`src/rtl/tt_pkg.sv`:
```
package tt_pkg;

  // Privilege selector values; any value with bit 1 set accepts both modes
  typedef enum logic [1:0] {
    PRIV_USER_ONLY  = 2'b00,
    PRIV_SUPER_ONLY = 2'b01,
    PRIV_EITHER     = 2'b10,
    PRIV_EITHER_ALT = 2'b11
  } priv_sel_e;

  // True when the access privilege is accepted by the selector
  function automatic logic priv_accepts(input logic [1:0] sel, input logic is_super);
    logic ok;
    case (sel)
      PRIV_USER_ONLY:  ok = ~is_super;
      PRIV_SUPER_ONLY: ok = is_super;
      default:         ok = 1'b1;
    endcase
    return ok;
  endfunction

  // A store is any access that write protection must stop
  function automatic logic is_store(input logic wr, input logic rmw);
    return wr | rmw;
  endfunction

endpackage

```
`src/rtl/tt_window_cmp.sv`:
```
module tt_window_cmp #(
  parameter int unsigned CMP_W = 8
) (
  input  logic             en_i,
  input  logic [CMP_W-1:0] base_i,
  input  logic [CMP_W-1:0] mask_i,
  input  logic [1:0]       priv_sel_i,
  input  logic [CMP_W-1:0] addr_hi_i,
  input  logic             is_super_i,
  output logic             hit_o
);
  import tt_pkg::*;

  logic [CMP_W-1:0] bit_ok;

  for (genvar b = 0; b < CMP_W; b++) begin : g_bit
    assign bit_ok[b] = mask_i[b] | (addr_hi_i[b] == base_i[b]);
  end

  assign hit_o = en_i & (&bit_ok) & priv_accepts(priv_sel_i, is_super_i);

endmodule

```
`src/rtl/tt_prio_sel.sv`:
```
module tt_prio_sel #(
  parameter int unsigned NUM_WIN = 2,
  parameter int unsigned IDX_W   = 1
) (
  input  logic [NUM_WIN-1:0] hits_i,
  output logic               any_o,
  output logic [IDX_W-1:0]   idx_o
);
  assign any_o = |hits_i;

  // Lowest index wins: scan downward so the last assignment is the lowest hit
  always_comb begin
    idx_o = '0;
    for (int k = NUM_WIN - 1; k >= 0; k--) begin
      if (hits_i[k]) idx_o = k[IDX_W-1:0];
    end
  end

endmodule

```
`src/rtl/tt_window_matcher.sv`:
```
module tt_window_matcher #(
  parameter int unsigned ADDR_W  = 32,
  parameter int unsigned CMP_W   = 8,
  parameter int unsigned NUM_WIN = 2,
  localparam int unsigned IDX_W  = (NUM_WIN > 1) ? $clog2(NUM_WIN) : 1
) (
  input  logic                     req_i,
  input  logic [ADDR_W-1:0]        addr_i,
  input  logic                     priv_super_i,
  input  logic                     wr_i,
  input  logic                     rmw_lock_i,
  input  logic [NUM_WIN-1:0]       win_en_i,
  input  logic [NUM_WIN*CMP_W-1:0] win_base_i,
  input  logic [NUM_WIN*CMP_W-1:0] win_mask_i,
  input  logic [NUM_WIN*2-1:0]     win_priv_i,
  input  logic [NUM_WIN-1:0]       win_wp_i,
  output logic                     hit_o,
  output logic [IDX_W-1:0]         hit_idx_o,
  output logic [ADDR_W-1:0]        phys_addr_o,
  output logic                     abort_o
);
  import tt_pkg::*;

  logic [CMP_W-1:0]   addr_hi;
  logic [NUM_WIN-1:0] win_hit;     // per-window match, exposed for the checker
  logic               any_hit;
  logic [IDX_W-1:0]   sel_idx;
  logic               sel_wp;
  logic               store_blocked;

  assign addr_hi = addr_i[ADDR_W-1 -: CMP_W];

  for (genvar w = 0; w < NUM_WIN; w++) begin : g_win
    tt_window_cmp #(.CMP_W(CMP_W)) cmp_i (
      .en_i       (win_en_i[w]),
      .base_i     (win_base_i[w*CMP_W +: CMP_W]),
      .mask_i     (win_mask_i[w*CMP_W +: CMP_W]),
      .priv_sel_i (win_priv_i[w*2 +: 2]),
      .addr_hi_i  (addr_hi),
      .is_super_i (priv_super_i),
      .hit_o      (win_hit[w])
    );
  end

  tt_prio_sel #(.NUM_WIN(NUM_WIN), .IDX_W(IDX_W)) prio_i (
    .hits_i (win_hit),
    .any_o  (any_hit),
    .idx_o  (sel_idx)
  );

  assign sel_wp        = win_wp_i[sel_idx];
  assign store_blocked = any_hit & sel_wp & is_store(wr_i, rmw_lock_i);

  assign hit_o       = req_i & any_hit;
  assign hit_idx_o   = req_i ? sel_idx : '0;
  assign phys_addr_o = hit_o ? addr_i : '0;
  assign abort_o     = req_i & store_blocked;

endmodule


```
`config.mk`:
```
export PLATFORM = sky130hd
export DESIGN_NAME = tt_window_matcher
export DESIGN_NICKNAME = d
export VERILOG_FILES = /design/src/rtl/tt_pkg.sv /design/src/rtl/tt_window_cmp.sv /design/src/rtl/tt_prio_sel.sv /design/src/rtl/tt_window_matcher.sv
export SDC_FILE = /design/constraint.sdc
export NUM_CORES = 1
export LEC_CHECK = 0
export CAP_MARGIN = 20
export CORE_UTILIZATION = 21
export DETAILED_ROUTE_END_ITERATION = 10
export PLACE_DENSITY = 0.95
export SLEW_MARGIN = 0
export SYNTH_ARGS = -nofsm -noshare
export SYNTH_HDL_FRONTEND = slang
export SYNTH_HIERARCHICAL = 1
export SYNTH_SLANG_ARGS = --single-unit
```
`constraint.sdc`:
```
create_clock -name vclk -period 4.2
set_clock_uncertainty 0.15 [all_clocks]
set_input_delay 0.84 -clock vclk [all_inputs]
set_output_delay 0.84 -clock vclk [all_outputs]
set_load 0.1 [all_outputs]
```
==> flow_summary.rst <==
.. list-table::
   :header-rows: 1

   * - Metric
     - Value
   * - Critical path fanouts, max
     - 11
   * - Area grow syn2layout
     - 282%
   * - Via density per instance
     - 5.04
   * - Fraction of the cycle the final worst path needs
     - 97.9%
   * - Fin. Hold Viols
     - 0
   * - Number of routed nets with antenna violations
     - 0
   * - RePlAce Congestion
     - 0.744
   * - Number of nets in the final layout
     - 263
   * - Core region area
     - 0.00230 mm2
   * - Worst hold stages
     - 3
   * - Wire length per cell
     - 18.1 um
   * - Worst Hold Slack
     - 2.29 ns
   * - Final Core Density
     - 87.9%
   * - Endpoint arrival time on the critical path
     - 3.12 ns
   * - Critical path type
     - in2out
   * - Run status
     - finished clean
   * - DRC errors left
     - 0
   * - Setup crit start kind
     - primary input
   * - Total inserted antenna cells
     - 0
   * - Mean Syn Cell Area
     - 6.87 um2
   * - Number of filler cells placed in the layout
     - 104
   * - Die Ht
     - 52.2 um
   * - Number of top-level design ports
     - 111
   * - Power density of the placed cells
     - 110 mW/mm2
   * - Pre-antenna DRT Iters
     - 3
   * - Slew margin rel.
     - 42.8%
   * - Hold-fix buffers, CTS
     - 0
   * - Number of antenna violations at the first check in global routing
     - 0
   * - Layout cell share with drive strength beyond 1
     - 22.2%
   * - CP Launch Point
     - addr_i[28]
   * - Total negative slack
     - 0 ns
   * - Data required, critical path
     - 3.21 ns
   * - Global routing usage summed across all routing layers
     - 26.8%
   * - Post-cts gate resize count
     - 0
   * - Slew Viols, Final
     - 0
   * - Post-CTS setup buffers
     - 0
   * - Post-layout worst setup margin
     - 0.0864 ns
   * - Combined area of the multi-input logic cells
     - 499 um2
   * - Post-synthesis cell type count
     - 15
   * - Net Count, Synth
     - 153
   * - First-pass GRT wire length
     - 5460 um
   * - HPWL after DPL
     - 3260 um
   * - Total global routing overflow
     - 0
   * - Sequential Area
     - 0 um2
   * - Total wire length after detailed routing
     - 3850 um
   * - Starting utilization of the core area
     - 23.0%
   * - Nature of the critical path endpoint
     - primary output
   * - Final critical path time including I/O delays and setup
     - 4.11 ns
   * - FFs & Latches
     - 0
   * - Max-capacitance violation count
     - 0
   * - Number of warnings reported in the yosys synthesis log
     - 6
   * - Mapped Cells
     - 77
   * - Post-place setup slack
     - 0.0711 ns
   * - Netlist area before placement
     - 529 um2
   * - Hold crit path type
     - in2out
   * - Maximum number of pins on one net before global-route repair
     - 36
   * - Number of clock buffers in the layout
     - 0
   * - Via count of the routed design
     - 1,073
   * - Die W
     - 52.2 um
   * - Via count of the first global-routing pass
     - 1,086
   * - Setup violation total in the final timing report
     - 0
   * - Die outline area
     - 0.00272 mm2
   * - Detailed Route Iter0 Violations
     - 7
   * - End point of the critical path
     - phys_addr_o[11]
   * - Worst Max-Slew Pin Slew
     - 0.856 ns
   * - RSZ-0062 raised after global routing
     - no
   * - Peak supply drop
     - 0.0801 mV
   * - Cell row count
     - 17
   * - Maximum clock rate
     - 0.243 GHz
   * - Portion of the post-synthesis area used by sequential elements
     - 0%
   * - Total leakage power
     - 0.865 nW
   * - Total power draw
     - 0.221 mW
   * - Port-buffer cells
     - 111
==> synthesized netlist by cell type <==
cell type  count  area [um2]
buf_2          3        15.0
nor3_2         2        20.0
nor2b_1        1        6.26
and2_1         2        12.5
clkbuf_2       2        10.0
mux2i_1        1        10.0
buf_4          1        7.51
or2_1          1        6.26
xnor2_1       18         158
and3_1        32         200
o21ai_0        2        10.0
o22ai_1        8        50.1
nor2_1         1        3.75
or3_1          2        12.5
o211ai_1       1        7.51
==> metal layers <==
layer | routed length [um] | share of wire (%) | vias up | track usage, %
met5 | 0 | 0 | - | 0
met4 | 66 | 1.7 | 0 | 4.82
met3 | 295 | 7.7 | 6 | 4.35
met2 | 2100 | 54 | 62 | 53.2
met1 | 1390 | 36 | 506 | 29.6
li1 | - | - | 499 | -
==> cell usage in the layout, fill, tap and decap left out <==
cell	Yosys	routed
nor2_2	0	1
buf_2	3	1
buf_12	0	35
buf_6	0	1
or2_1	1	1
buf_4	1	1
clkdlybuf4s50_1	0	76
o21ai_0	2	2
or3_1	2	2
and2_1	2	2
mux2i_1	1	1
o22ai_1	8	8
nor2b_1	1	1
o211ai_1	1	1
and3_1	32	32
xnor2_1	18	18
nor3_2	2	2
==> area by class of cell <==
class,instances,area share (%)
repair buffers,114,73.5
well taps,28,1.73
multi-input cells,71,24.7
==> power breakdown <==
part	internal (mW)	switching, mW	total (mW)
Sequential	0	0	0
Combinational	0.115	0.107	0.221
Clock	0	0	0
Total	0.115	0.107	0.221
==> worst max-delay path: stages <==
cell             delay (ns)
clkdlybuf4s50_1        0.55
xnor2_1                0.14
o21ai_0                0.09
or3_1                  0.39
nor3_2                 0.21
or2_1                  0.21
buf_2                  0.25
and3_1                 0.25
buf_12                 0.19
==> kinds of logic (layout without fill, tap and decap cells) <==
group | Yosys count | count (layout) | synth area share, %
multiplexers | 1 | 1 | 1.89
buffers and inverters | 6 | 114 | 6.15
AO/OA/AOI/OAI | 11 | 11 | 12.8
XOR/XNOR | 18 | 18 | 29.8
AND/OR/NAND/NOR | 41 | 41 | 49.4
==> stage by stage <==
step | area [um2] | instances
2_1_floorplan | 532 | 77
3_3_place_gp | 2010 | 212
3_5_place_dp | 2010 | 212
4_1_cts | 2010 | 212
5_1_grt | 2020 | 213
6_report | 2020 | 213
==> worst min path at each step <==
stage,start,endpoint,slack (ns)
after global placement,addr_i[3],phys_addr_o[3],2.29
after floorplan,req_i,abort_o,1.82
after global routing,addr_i[21],phys_addr_o[21],2.30
final,addr_i[16],phys_addr_o[16],2.29
after detailed placement,addr_i[16],phys_addr_o[16],2.29
after CTS,addr_i[16],phys_addr_o[16],2.29
(Power assumes the default switching activity.)
